===== src/rtl/hs_pkg.sv =====
`timescale 1ns/1ps
package hs_pkg;

    typedef enum logic [1:0] {
        ST_A      = 2'd0,
        ST_B_WR   = 2'd1,
        ST_B_RD   = 2'd2,
        ST_B_IDLE = 2'd3
    } half_st_t;

    // Lane count for a given port width: nibble lanes at 8, nine-bit lanes otherwise
    function automatic int lanes_for(input int w);
        return (w == 8) ? 2 : ((w / 9) > 0 ? (w / 9) : 1);
    endfunction

endpackage


===== src/rtl/hs_ctrl.sv =====
`timescale 1ns/1ps
module hs_ctrl #(
    parameter int AW = 4,
    parameter int W  = 8,
    parameter int NL = 2
) (
    input  logic          clk2x,
    input  logic          rst_n,
    input  logic          ld_n,
    input  logic          rw,
    input  logic [AW-1:0] addr,
    input  logic [W-1:0]  wdata,
    input  logic [NL-1:0] wbe,
    output logic          phase_b,
    output logic          rd_issue,
    output logic          wr_commit,
    output logic [AW-1:0] waddr,
    output logic [W-1:0]  wd_lo,
    output logic [NL-1:0] wbe_lo
);
    import hs_pkg::*;

    half_st_t st, st_nx;

    // state register
    always_ff @(posedge clk2x or negedge rst_n) begin
        if (!rst_n) st <= ST_A;
        else        st <= st_nx;
    end

    // next state
    always_comb begin
        st_nx = ST_A;
        unique case (st)
            ST_A:      st_nx = ld_n ? ST_B_IDLE : (rw ? ST_B_RD : ST_B_WR);
            ST_B_WR:   st_nx = ST_A;
            ST_B_RD:   st_nx = ST_A;
            ST_B_IDLE: st_nx = ST_A;
        endcase
    end

    // outputs
    always_comb begin
        phase_b   = 1'b0;
        rd_issue  = 1'b0;
        wr_commit = 1'b0;
        unique case (st)
            ST_A: begin
                phase_b  = 1'b0;
                rd_issue = !ld_n && rw;
            end
            ST_B_WR: begin
                phase_b   = 1'b1;
                wr_commit = 1'b1;
            end
            ST_B_RD:   phase_b = 1'b1;
            ST_B_IDLE: phase_b = 1'b1;
        endcase
    end

    // first-half write capture: address, beat-0 word and its enables
    always_ff @(posedge clk2x or negedge rst_n) begin
        if (!rst_n) begin
            waddr  <= '0;
            wd_lo  <= '0;
            wbe_lo <= '0;
        end else if (st == ST_A && !ld_n && !rw) begin
            waddr  <= addr;
            wd_lo  <= wdata;
            wbe_lo <= wbe;
        end
    end

    AST_PHASE_FLIP:   assert property (@(posedge clk2x) disable iff (!rst_n) phase_b |=> !phase_b);
    AST_PHASE_RETURN: assert property (@(posedge clk2x) disable iff (!rst_n) !phase_b |=> phase_b);
    AST_COMMIT_LOADED: assert property (@(posedge clk2x) disable iff (!rst_n)
        (!phase_b && !ld_n && !rw) |=> wr_commit);
    AST_NOOP_NO_COMMIT: assert property (@(posedge clk2x) disable iff (!rst_n)
        (!phase_b && ld_n) |=> !wr_commit);

endmodule


===== src/rtl/hs_array.sv =====
`timescale 1ns/1ps
module hs_array #(
    parameter int AW = 4,
    parameter int W  = 8,
    parameter int NL = 2
) (
    input  logic            clk2x,
    input  logic            rst_n,
    input  logic            we,
    input  logic [AW-1:0]   waddr,
    input  logic [2*W-1:0]  wd2,
    input  logic [2*NL-1:0] be2,
    input  logic [AW-1:0]   raddr,
    output logic [2*W-1:0]  rd2
);
    localparam int DEPTH = 1 << AW;
    localparam int LW    = W / NL;
    localparam int W2    = 2 * W;

    logic [W2-1:0] mem [DEPTH];

    // lane-merged write; lanes of the high word follow those of the low word
    always_ff @(posedge clk2x or negedge rst_n) begin
        if (!rst_n) begin
            for (int i = 0; i < DEPTH; i++) mem[i] <= '0;
        end else if (we) begin
            for (int j = 0; j < 2*NL; j++) begin
                if (be2[j]) mem[waddr][j*LW +: LW] <= wd2[j*LW +: LW];
            end
        end
    end

    assign rd2 = mem[raddr];

endmodule


===== src/rtl/hs_rdpipe.sv =====
`timescale 1ns/1ps
module hs_rdpipe #(
    parameter int W   = 8,
    parameter int LAT = 3
) (
    input  logic           clk2x,
    input  logic           rst_n,
    input  logic           issue,
    input  logic [2*W-1:0] data2,
    output logic [W-1:0]   rdata,
    output logic           rvalid,
    output logic           echo_p,
    output logic           echo_n
);
    localparam int W2 = 2 * W;

    logic [LAT-1:0] sv;
    logic [W2-1:0]  sd [LAT];
    logic [W-1:0]   hi_q;
    logic           pend;

    // latency delay line, one stage per clk2x edge
    always_ff @(posedge clk2x or negedge rst_n) begin
        if (!rst_n) begin
            sv <= '0;
            for (int i = 0; i < LAT; i++) sd[i] <= '0;
        end else begin
            sv[0] <= issue;
            sd[0] <= data2;
            for (int i = 1; i < LAT; i++) begin
                sv[i] <= sv[i-1];
                sd[i] <= sd[i-1];
            end
        end
    end

    // beat serializer: low half first, high half on the next edge
    always_ff @(posedge clk2x or negedge rst_n) begin
        if (!rst_n) begin
            rdata  <= '0;
            hi_q   <= '0;
            pend   <= 1'b0;
            rvalid <= 1'b0;
            echo_p <= 1'b0;
        end else if (sv[LAT-1]) begin
            rdata  <= sd[LAT-1][W-1:0];
            hi_q   <= sd[LAT-1][W2-1:W];
            pend   <= 1'b1;
            rvalid <= 1'b1;
            echo_p <= 1'b1;
        end else if (pend) begin
            rdata  <= hi_q;
            pend   <= 1'b0;
            rvalid <= 1'b1;
            echo_p <= 1'b0;
        end else begin
            rvalid <= 1'b0;
            echo_p <= 1'b0;
        end
    end

    assign echo_n = ~echo_p;

    initial AST_LAT_MIN: assert (LAT >= 1);
    AST_ECHO_IN_VALID: assert property (@(posedge clk2x) disable iff (!rst_n) echo_p |-> rvalid);
    AST_BEAT_PAIR:     assert property (@(posedge clk2x) disable iff (!rst_n) echo_p |=> (rvalid && !echo_p));
    AST_NO_LONE_BEAT:  assert property (@(posedge clk2x) disable iff (!rst_n)
        (rvalid && !echo_p) |-> $past(echo_p));

endmodule


===== src/rtl/hs_sio_sram_ddr2.sv =====
`timescale 1ns/1ps
module hs_sio_sram_ddr2 #(
    parameter int AW     = 4,
    parameter int W      = 8,
    parameter int RD_LAT = 3,
    localparam int NL    = hs_pkg::lanes_for(W)
) (
    input  logic          clk2x,
    input  logic          rst_n,
    input  logic          ld_n,
    input  logic          rw,
    input  logic [AW-1:0] addr,
    input  logic [W-1:0]  wdata,
    input  logic [NL-1:0] wbe,
    output logic [W-1:0]  rdata,
    output logic          rvalid,
    output logic          echo_p,
    output logic          echo_n,
    output logic          phase_b
);
    logic          rd_issue, wr_commit;
    logic [AW-1:0] waddr;
    logic [W-1:0]  wd_lo;
    logic [NL-1:0] wbe_lo;
    logic [2*W-1:0] rd2;

    hs_ctrl #(.AW(AW), .W(W), .NL(NL)) u_ctrl (
        .clk2x(clk2x), .rst_n(rst_n), .ld_n(ld_n), .rw(rw), .addr(addr),
        .wdata(wdata), .wbe(wbe), .phase_b(phase_b), .rd_issue(rd_issue),
        .wr_commit(wr_commit), .waddr(waddr), .wd_lo(wd_lo), .wbe_lo(wbe_lo)
    );

    hs_array #(.AW(AW), .W(W), .NL(NL)) u_array (
        .clk2x(clk2x), .rst_n(rst_n), .we(wr_commit), .waddr(waddr),
        .wd2({wdata, wd_lo}), .be2({wbe, wbe_lo}), .raddr(addr), .rd2(rd2)
    );

    hs_rdpipe #(.W(W), .LAT(RD_LAT)) u_rdpipe (
        .clk2x(clk2x), .rst_n(rst_n), .issue(rd_issue), .data2(rd2),
        .rdata(rdata), .rvalid(rvalid), .echo_p(echo_p), .echo_n(echo_n)
    );

    AST_ONE_REQ_PER_CYCLE: assert property (@(posedge clk2x) disable iff (!rst_n) rd_issue |=> !rd_issue);
    AST_NO_RD_WR_CLASH:    assert property (@(posedge clk2x) disable iff (!rst_n) !(rd_issue && wr_commit));

endmodule


===== config.mk =====
export PLATFORM = sky130hd
export DESIGN_NAME = hs_sio_sram_ddr2
export DESIGN_NICKNAME = d
export VERILOG_FILES = /design/src/rtl/hs_pkg.sv /design/src/rtl/hs_ctrl.sv /design/src/rtl/hs_array.sv /design/src/rtl/hs_rdpipe.sv /design/src/rtl/hs_sio_sram_ddr2.sv
export SDC_FILE = /design/constraint.sdc
export NUM_CORES = 1
export LEC_CHECK = 0
export ABC_AREA = 1
export BUFFER_PORTS_ARGS = -buffer_cell sky130_fd_sc_hd__buf_2
export CAP_MARGIN = 0
export CORE_AREA = 3 3 187 189
export DETAILED_ROUTE_END_ITERATION = 10
export DIE_AREA = 0 0 190 192
export HOLD_SLACK_MARGIN = 0.02
export PLACE_DENSITY_LB_ADDON = 0.05
export RECOVER_POWER = 50
export SKIP_CTS_REPAIR_TIMING = 1
export SYNTH_ARGS = -nofsm -noshare
export SYNTH_HDL_FRONTEND = slang
export SYNTH_SLANG_ARGS = --single-unit
export TNS_END_PERCENT = 100

===== constraint.sdc =====
create_clock -name clk2x -period 3.85 [get_ports clk2x]
set_clock_uncertainty 0.05 [all_clocks]
set_input_delay 0.9625 -clock clk2x [delete_from_list [all_inputs] [get_ports clk2x]]
set_output_delay 0.9625 -clock clk2x [all_outputs]
set_load 0.02 [all_outputs]

==> metrics, run 1 <==
outcome finished, violations left; violated checks max-capacitance violations, max-slew violations; Slew Viols, Final 77; GRT Util Overall 23.06%; num rows between 60 and 70; Fin Setup TNS 0 ns; HPWL after DPL 25.23 mm; Final Hold Vio Count 0; synthesis warning total 0; initial antenna violation count 1; worst stage delay on the critical path about 1.6 ns; Cells after Synth 1862; Final Cycle Share 65.35%; CP Launch Type input port; worst slack, placed about 1.3 ns; critical path arrival 2.62 ns; Mean Syn Cell Area between 8 and 9 um2; gr ovfl total 0; min-delay worst type register to register; worst relative slew slack -52.91%; FMAX approximately 400 MHz; Syn-to-layout area delta 12.77%; Max-Cap Viols 1; RSZ-0062 raised after global routing no; die area 36480 um2; Finish-stage setup viols 0; H-tree depth 2; Unique masters post-synth 17; die height 192 um; Core Box Area 33450 um2; worst path cell trace clkbuf_2; 1st-iter DRT viols 882; CTS sink cnt 341; Seq/Total Area, Yosys 56.97%; clock root buffer clkbuf_16; Worst Tran Pin Value 2.294 ns; Setup CP Type input port to asynchronous set/reset pin; Final #Nets 1890; register bit total from synthesis 341; Clock Path Buffers 3; clock slew at reported path FFs 0.06 ns; n_diodes 0; Die X about 190 um; Num CTS Buffers 39; average vias per placed instance between 5 and 6; top cell type's share of synthesized area 56.97%; Synth area leaders dfrtp_1 (57%), nand2_1 (18%), o21ai_0 (9.0%); Pleak 8.171 nW; IO Pins 30; buffers and inverters on the worst path 1; Vias 11860; slowest cell on the critical path clkbuf_2; largest net degree at the start of global routing 102; DRC errors left 0; worst skew pair latency ~0.54 ns; synthesized area 14980 um2; Max IR drop VDD 377.1 uV; first-pass iteration count of the detailed router 5; final worst slack between 1 and 1.5 ns; detailed-route wire length per cell 17.20 um; initial core utilization 44.78%; Final Util 50.50%; Worst Setup End Kind asynchronous set/reset pin; layout cells sized above 1 6.993%; first-pass GRT wire length 66.00 mm; crit-path max FO a little over 80; leading area contributor after synthesis dfrtp_1; CTS tree done; family with the most delay on the worst path buffers and inverters; routability congestion estimate 0.7970; Final min period approximately 2.5 ns; power density over the cells 671.9 nW/um2; Syn Nets 1880; final WL 40.43 mm; Crit path required time around 4.0 ns; Antenna Nets Post-Route 0; IO Port Bufs 29; vias in the first global route roughly 12000
area by class of cell:
type                       instances  area (um2)
inverter                         227       854.6
clock buffer                      55        1169
sequential                       341        8533
multi-input combinational       1218        5226
tap                              448       560.5
clock inverter                    16       182.7
timing repair buffer              45       366.6
fill                            3287       16560
where the power goes:
| part | leakage [nW] | switching (W) | internal (W) |
|---|---|---|---|
| sequential | 4.55 | 0.000520 | 0.00457 |
| clock | 0.676 | 0.00149 | 0.00238 |
| combinational | 2.94 | 0.00165 | 0.000744 |
sequential cells by signal (all words and copies together), names as in the netlist, 3 cells and up:
register,cells
u_rdpipe.sv,3
u_ctrl.wd_lo,8
u_rdpipe.hi_q,8
u_array.mem,256
u_ctrl.waddr,4
u_rdpipe.rdata,8
u_rdpipe.sd,48
worst paths after layout:
kind	start	to	slack [ns]	depth (start not counted)
max in group clk2x	u_rdpipe.pend	echo_n	1.46	2
hold reg to reg	u_rdpipe.sd[31]	u_rdpipe.sd[15]	0.28	0
setup / recovery	rst_n	u_rdpipe.sd[2]	1.33	1
hold / removal	u_rdpipe.sd[31]	u_rdpipe.sd[15]	0.28	0
min in group asynchronous	rst_n	u_array.mem[250]	1.06	1
setup reg to reg	u_ctrl.waddr[1]	u_array.mem[109]	1.67	6
metal layers:
| metal | part of all wire, % | GRT usage (%) |
|---|---|---|
| met1 | 49 | 33.82 |
| met2 | 44 | 35.77 |
| met3 | 4.6 | 3.358 |
| met4 | 2.8 | 6.739 |
| met5 | 0.032 | 0 |
cell usage after synthesis, drive strengths merged:
| cell type | n |
|---|---|
| nand4 | 1 |
| clkbuf | 29 |
| inv | 225 |
| nor3 | 1 |
| clkinv | 2 |
| o211ai | 8 |
| buf | 47 |
| nor2 | 26 |
| nand2 | 720 |
| dfrtp | 341 |
| o21ai | 269 |
| nand3 | 193 |
logic make-up after synthesis:
kind of cell | count (synthesis) | synth area share (%)
simple gates | 941 | 25.50
flops | 341 | 56.97
buf+inv | 303 | 8.144
compound gates | 277 | 9.389
metrics by stage:
stage / hold WS, ns / total power, W / area [um2] / instances
final: 0.2792 / 0.01135 / 16890 / 2350
after global routing: 0.2936 / 0.01212 / 16890 / 2350
after CTS: 0.2914 / 0.01147 / 16900 / 2350
after detailed placement: 0.2847 / 0.007564 / 15550 / 2279
after global placement: 0.2826 / 0.007514 / 15550 / 2279
after floorplan: 0.2812 / 0.006671 / 14980 / 1862
cells in the final DEF (no fill, tap or decap), types with 4 or more instances in the layout:
| cell | n |
|---|---|
| clkinv_2 | 11 |
| nand3_1 | 193 |
| inv_2 | 5 |
| buf_2 | 26 |
| nand2_1 | 704 |
| clkbuf_1 | 6 |
| dfrtp_1 | 341 |
| nand2_2 | 16 |
| bufinv_16 | 4 |
| clkbuf_16 | 41 |
| o21ai_0 | 269 |
| clkbuf_8 | 9 |
| buf_12 | 8 |
| inv_1 | 219 |
| buf_4 | 9 |
| nor2_1 | 25 |
| o211ai_1 | 8 |
Power figures use the tool's default switching activity.
==> run 2, diff against run 1 <==
==> constraint.sdc (replaced) <==
create_clock -name clk2x -period 2.51 [get_ports clk2x]
set_clock_uncertainty 0.05 [all_clocks]
set_input_delay 0.6275 -clock clk2x [delete_from_list [all_inputs] [get_ports clk2x]]
set_output_delay 0.6275 -clock clk2x [all_outputs]
set_load 0.02 [all_outputs]
==> run 2 against run 1 <==
Non-clock buffer count increased by 28. Largest cell class unchanged. Total power increased by 51%. Utilization is 0.43 points higher. Global-route usage barely moved. Routed wire length up 0.24%. Worst hold slack worse by 0.019 ns. Flip-flop and latch count unchanged. Die area unchanged. The run now ends clean. Highest routed layer is now met4. Largest power group unchanged.
==> metrics, run 2 (synthesis results as in run 1) <==
outcome complete, no violations (was finished, violations left); Setup CP Type input port to register (was input port to asynchronous set/reset pin); die height 192 um (unchanged); slowest cell on the critical path inv_1 (was clkbuf_2); first-pass GRT wire length 66.68 mm (was 66.00 mm); first-pass iteration count of the detailed router 6 (was 5); FMAX 461.1 MHz; CP Launch Type input port (unchanged); worst path cell trace buf_4 > inv_1 > buf_12 > nand2_1 > nand3_1 > nand3_1 > nand3_1 > nand2_1 (was clkbuf_2); HPWL after DPL 25.48 mm (was 25.23 mm); clock root buffer clkbuf_16 (unchanged); Die X 190 um (unchanged); Num CTS Buffers 39 (unchanged); Final Cycle Share 86.40%; die area 36480 um2 (unchanged); Slew Viols, Final 0 (was 77); non-filler instance count after layout 2373 (was 2350); Most common cell on crit path nand3_1; Max IR drop VDD 507.0 uV (was 377.1 uV); vias in the first global route 11700 (was 11540); Syn-to-layout area delta 13.74% (was 12.77%); Pleak 8.267 nW (was 8.171 nW); 1st-iter DRT viols 907 (was 882); worst hold stages 2 (was 0); initial antenna violation count 1 (unchanged); GRT Util Overall 23.11% (was 23.06%); layout cells sized above 1 7.688% (was 6.993%); max reg flops 256 (unchanged); clock slew at reported path FFs 0.06 ns (about the same); r2r startpoint u_ctrl.waddr[0] (was u_ctrl.waddr[1]); power density over the cells 1004 nW/um2 (was 671.9 nW/um2); RSZ-0062 raised after global routing no (unchanged); Final Hold Vio Count 0 (unchanged); reg2reg setup slack 0.73 ns (was 1.67 ns); IO Port Bufs 29 (unchanged); crit-path max FO 32 (was 81); Crit path required time 2.87 ns (was 3.96 ns); Final min period between 2 and 2.5 ns; CTS sink cnt 341 (unchanged); n_diodes 0 (unchanged); Worst Setup End Kind register (was asynchronous set/reset pin); num rows 67 (unchanged); final hold slack 0.2600 ns (was 0.2792 ns); Vias 11830 (was 11860); IO Pins 30 (unchanged); detailed-route wire length per cell 17.08 um (was 17.20 um); CTS tree done (unchanged); CP endpoint u_rdpipe.sd[43] (was u_rdpipe.sd[2]); Finish-stage setup viols 0 (unchanged); placed instance count 2306 (was 2279); reg2reg path depth 4 (was 6); Worst Tran Pin Value 1.281 ns (was 2.294 ns); Final #Nets 1918 (was 1890); largest net degree at the start of global routing 86 (was 102); Final Util 50.94% (was 50.50%); Largest regs u_array.mem x256, u_rdpipe.sd x48 (unchanged); worst reg2reg path endpoint u_array.mem[250] (was u_array.mem[109]); routability congestion estimate 0.8405 (was 0.7970); Fin Setup TNS 0 ns (unchanged); Reg with most FFs u_array.mem (unchanged); min-delay worst type input port to register (was register to register); worst relative slew slack 14.60% (was -52.91%); average vias per placed instance 4.986 (was 5.046); family with the most delay on the worst path buffers and inverters (unchanged); Setup crit start addr[0] (was rst_n); gr ovfl total 0 (unchanged); Crit path depth 8 (was 1); Clock Path Buffers 3 (unchanged); critical path arrival 2.53 ns (was 2.62 ns); most common cell after layout, fill and taps aside nand2_1 (unchanged); Antenna Nets Post-Route 0 (unchanged); worst stage delay on the critical path 0.91 ns (was 1.60 ns); final WL 40.52 mm (was 40.43 mm); H-tree depth 2 (unchanged); most frequent cells in the layout nand2_1 (704), dfrtp_1 (341), o21ai_0 (269) (unchanged); Core Box Area 33450 um2 (unchanged); DRC errors left 0 (unchanged); worst skew pair latency 0.52 ns (was 0.54 ns); initial core utilization 44.78% (unchanged); buffers and inverters on the worst path 3 (was 1); Max-Cap Viols 0 (was 1)
## run 2: cell types whose count changed in the layout (fill, tap and decap cells not counted), sizes merged
cell | previous run | this run
clkbuf | 57 | 61
dlygate4sd3 | 0 | 1
buf | 43 | 70
bufinv | 4 | 1
clkinv | 13 | 7
## run 2: per-layer routing
| metal | routed length [um] | share of wire (%) | GRT usage [%] | vias to the layer above |
|---|---|---|---|---|
| met5 | 0 | 0 | 0 | - |
| met4 | 1150 | 2.8 | 6.881 | 0 |
| met3 | 1632 | 4.0 | 2.592 | 61 |
| met2 | 17950 | 44 | 35.80 | 245 |
| met1 | 19790 | 49 | 34.36 | 5622 |
| li1 | - | - | - | 5904 |
## run 2: area by class of cell
class | count | area (um2)
fill | 3262 | 16410
clock buffer | 59 | 1164
clock inverter | 7 | 62.56
tap | 448 | 560.5
inverter | 227 | 852.1
multi-input combinational | 1218 | 5226
sequential | 341 | 8533
timing repair buffer | 73 | 639.4
## run 2: power by group
part	switching, W	internal, W	leakage [nW]
registers	0.000795	0.00702	4.55
logic	0.00253	0.00126	3.11
clock network	0.00222	0.00328	0.602
total	0.00554	0.0116	8.27
## run 2: through the flow
step                      instance area [um2]  total power [W]  setup WS (ns)
after floorplan                         14980          0.01023         0.9543
after global placement                  15820          0.01163         0.4169
after detailed placement                15820          0.01169         0.4301
after CTS                               17040          0.01726         0.4201
after global routing                    17040          0.01828         0.2057
final                                   17040          0.01710         0.3412
## run 2: worst min path at each step
stage          slack, ns               to       startpoint
2_1_floorplan       0.28   u_array.mem[0]            rst_n
3_3_place_gp        0.28   u_rdpipe.sd[2]  u_rdpipe.sd[18]
3_5_place_dp        0.28   u_rdpipe.sd[0]  u_rdpipe.sd[16]
4_1_cts            -0.04  u_rdpipe.sd[25]            rst_n
5_1_grt             0.27   u_rdpipe.sv[0]             ld_n
6_report            0.26   u_rdpipe.sv[0]             ld_n
==> run 3, diff against run 2 <==
--- a/config.mk
+++ b/config.mk
@@ -12,7 +12,7 @@
 export DETAILED_ROUTE_END_ITERATION = 10
 export DIE_AREA = 0 0 190 192
 export HOLD_SLACK_MARGIN = 0.02
-export PLACE_DENSITY_LB_ADDON = 0.05
+export PLACE_DENSITY = 0.68
 export RECOVER_POWER = 50
 export SKIP_CTS_REPAIR_TIMING = 1
 export SYNTH_ARGS = -nofsm -noshare
==> run 3 against run 2 <==
Setup slack improved by 0.084 ns. Clock power grew 0.7%. Worst hold slack gained 0.017 ns. Non-clock buffer count fell by 10. Flip-flop and latch count unchanged. Utilization fell by 0.34 points. Final area decreased by 0.67%. Sequential power hardly changed. Die area unchanged. Critical path depth is 5 lower. Critical path type is now input port to asynchronous set/reset pin. Largest cell class unchanged.
==> metrics, run 3 (synthesis results as in run 1) <==
Max IR drop VDD 463.2 uV (was 507.0 uV); Max-Cap Viols 0 (unchanged); die height 192 um (unchanged); DRC errors left 0 (unchanged); Net Sw Power 0.005452 W (was 0.005544 W); Worst Setup End Kind asynchronous set/reset pin (was register); IO Port Bufs 29 (unchanged); worst hold stages 2 (unchanged); Finish-stage setup viols 0 (unchanged); clock root buffer clkbuf_16 (unchanged); final WL 37.70 mm (was 40.52 mm); Pleak 8.200 nW (was 8.267 nW); vias in the first global route 11630 (was 11700); worst skew pair latency 0.52 ns (about the same); reg2reg setup slack 0.58 ns (was 0.73 ns); CP Launch Type input port (unchanged); detailed-route wire length per cell 15.97 um (was 17.08 um); CTS sink cnt 341 (unchanged); busiest layer in global routing met2 (unchanged); worst reg2reg path endpoint u_array.mem[25] (was u_array.mem[250]); die area 36480 um2 (unchanged); Syn-to-layout area delta 12.98% (was 13.74%); Final Cycle Share 83.07% (was 86.40%); Reg with most FFs u_array.mem (unchanged); worst relative slew slack 13.61% (was 14.60%); Combinational Power Share 21.7% (was 22.1%); FMAX 479.6 MHz (was 461.1 MHz); Fin Setup TNS 0 ns (unchanged); CTS tree done (unchanged); HPWL after DPL 23.90 mm (was 25.48 mm); most common cell after layout, fill and taps aside nand2_1 (unchanged); r2r startpoint u_ctrl.waddr[0] (unchanged); H-tree depth 2 (unchanged); GRT Util Overall 21.18% (was 23.11%); Reg power frac 45.8% (was 45.7%); Num CTS Buffers 37 (was 39); most frequent cells in the layout nand2_1 (704), dfrtp_1 (341), o21ai_0 (269) (unchanged); RSZ-0062 raised after global routing no (unchanged); Crit path required time 3.07 ns (was 2.87 ns); M2 GR Usage 32.60% (was 35.80%); IO Pins 30 (unchanged); Final min period 2.085 ns (was 2.169 ns); Final Hold Vio Count 0 (unchanged); clock power share 32.5% (was 32.2%); max reg flops 256 (unchanged); worst hold start ld_n (unchanged); Worst Tran Pin Value 1.296 ns (was 1.281 ns); clock slew at reported path FFs 0.06 ns (about the same); Final #Nets 1906 (was 1918); met1 Use GR 30.81% (was 34.36%); num rows 67 (unchanged); first-pass GRT wire length 61.96 mm (was 66.68 mm); Design Area, Final 16920 um2 (was 17040 um2); min-delay worst type input port to register (unchanged); outcome complete, no violations (unchanged); Slew Viols, Final 0 (unchanged); Placed Area 15690 um2 (was 15820 um2); reg2reg path depth 6 (was 4); Antenna Nets Post-Route 0 (unchanged); Core Box Area 33450 um2 (unchanged); Setup CP Type input port to asynchronous set/reset pin (was input port to register); Worst Hold End u_rdpipe.sv[0] (unchanged); Net Sw Frac 31.94% (was 32.42%); power density over the cells 1009 nW/um2 (was 1004 nW/um2); n_diodes 0 (unchanged); largest net degree at the start of global routing 129 (was 86); 1st-iter DRT viols 1144 (was 907); layout cells sized above 1 7.479% (was 7.688%); gr ovfl total 0 (unchanged); P_int 0.01162 W (was 0.01155 W); routability congestion estimate 0.8250 (was 0.8405); first-pass iteration count of the detailed router 5 (was 6); critical path arrival 2.64 ns (was 2.53 ns); met3 Track Usage GR 3.048% (was 2.592%); Vias 12150 (was 11830); initial antenna violation count 1 (unchanged); Clock Path Buffers 3 (unchanged); average vias per placed instance 5.150 (was 4.986); Die X 190 um (unchanged); initial core utilization 44.78% (unchanged); Largest regs u_array.mem x256, u_rdpipe.sd x48 (unchanged); crit-path max FO 46 (was 32)
run 3: how the worst max path moves through the flow:
stage | endpoint | cells past startpoint | slack [ns] | startpoint
floorplan | u_rdpipe.sd[42] | 6 | 0.95 | addr[2]
global placement | u_rdpipe.sd[32] | 9 | 0.37 | addr[0]
detailed placement | u_rdpipe.sd[32] | 9 | 0.39 | addr[0]
CTS | phase_b | 3 | 0.46 | u_ctrl.st[1]
global route | u_rdpipe.pend | 3 | 0.23 | rst_n
finish | u_rdpipe.rdata[5] | 3 | 0.42 | rst_n
run 3: area by class of cell:
class	instances	area [um2]
well taps	448	560.5
clock buffers	47	1023
clock inverters	16	212.7
inverters	227	853.3
flip-flops and latches	341	8533
multi-input cells	1218	5226
repair buffers	63	514.2
fillers	3153	16520
run 3: worst max-delay path, stage by stage:
cell	delay, ns
dlygate4sd3_1	0.52
clkbuf_2	0.96
clkbuf_1	0.51
run 3: power groups by stage:
stage / registers, W / clock network (W) / logic, W
after global routing: 0.00799 / 0.00590 / 0.00428
after global placement: 0.00784 / 0 / 0.00361
after CTS: 0.00780 / 0.00565 / 0.00373
final: 0.00781 / 0.00555 / 0.00371
after floorplan: 0.00773 / 0 / 0.00250
after detailed placement: 0.00787 / 0 / 0.00370
run 3: metal layers:
metal	up-vias	wire length [um]
met4	2	1161
li1	5872	-
met1	5817	17570
met5	-	14
met3	73	2272
met2	390	16680
run 3: per-stage QoR:
stage | util (%) | instances | hold slack [ns] | power, W | worst slack, ns
after floorplan | - | 1862 | 0.2812 | 0.01023 | 0.9543
after global placement | 46.91 | 2296 | 0.2821 | 0.01146 | 0.3692
after detailed placement | 46.91 | 2296 | 0.2847 | 0.01158 | 0.3862
after CTS | 50.61 | 2359 | -0.03095 | 0.01717 | 0.4608
after global routing | 50.60 | 2360 | 0.2751 | 0.01817 | 0.2262
final | 50.60 | 2360 | 0.2773 | 0.01707 | 0.4250
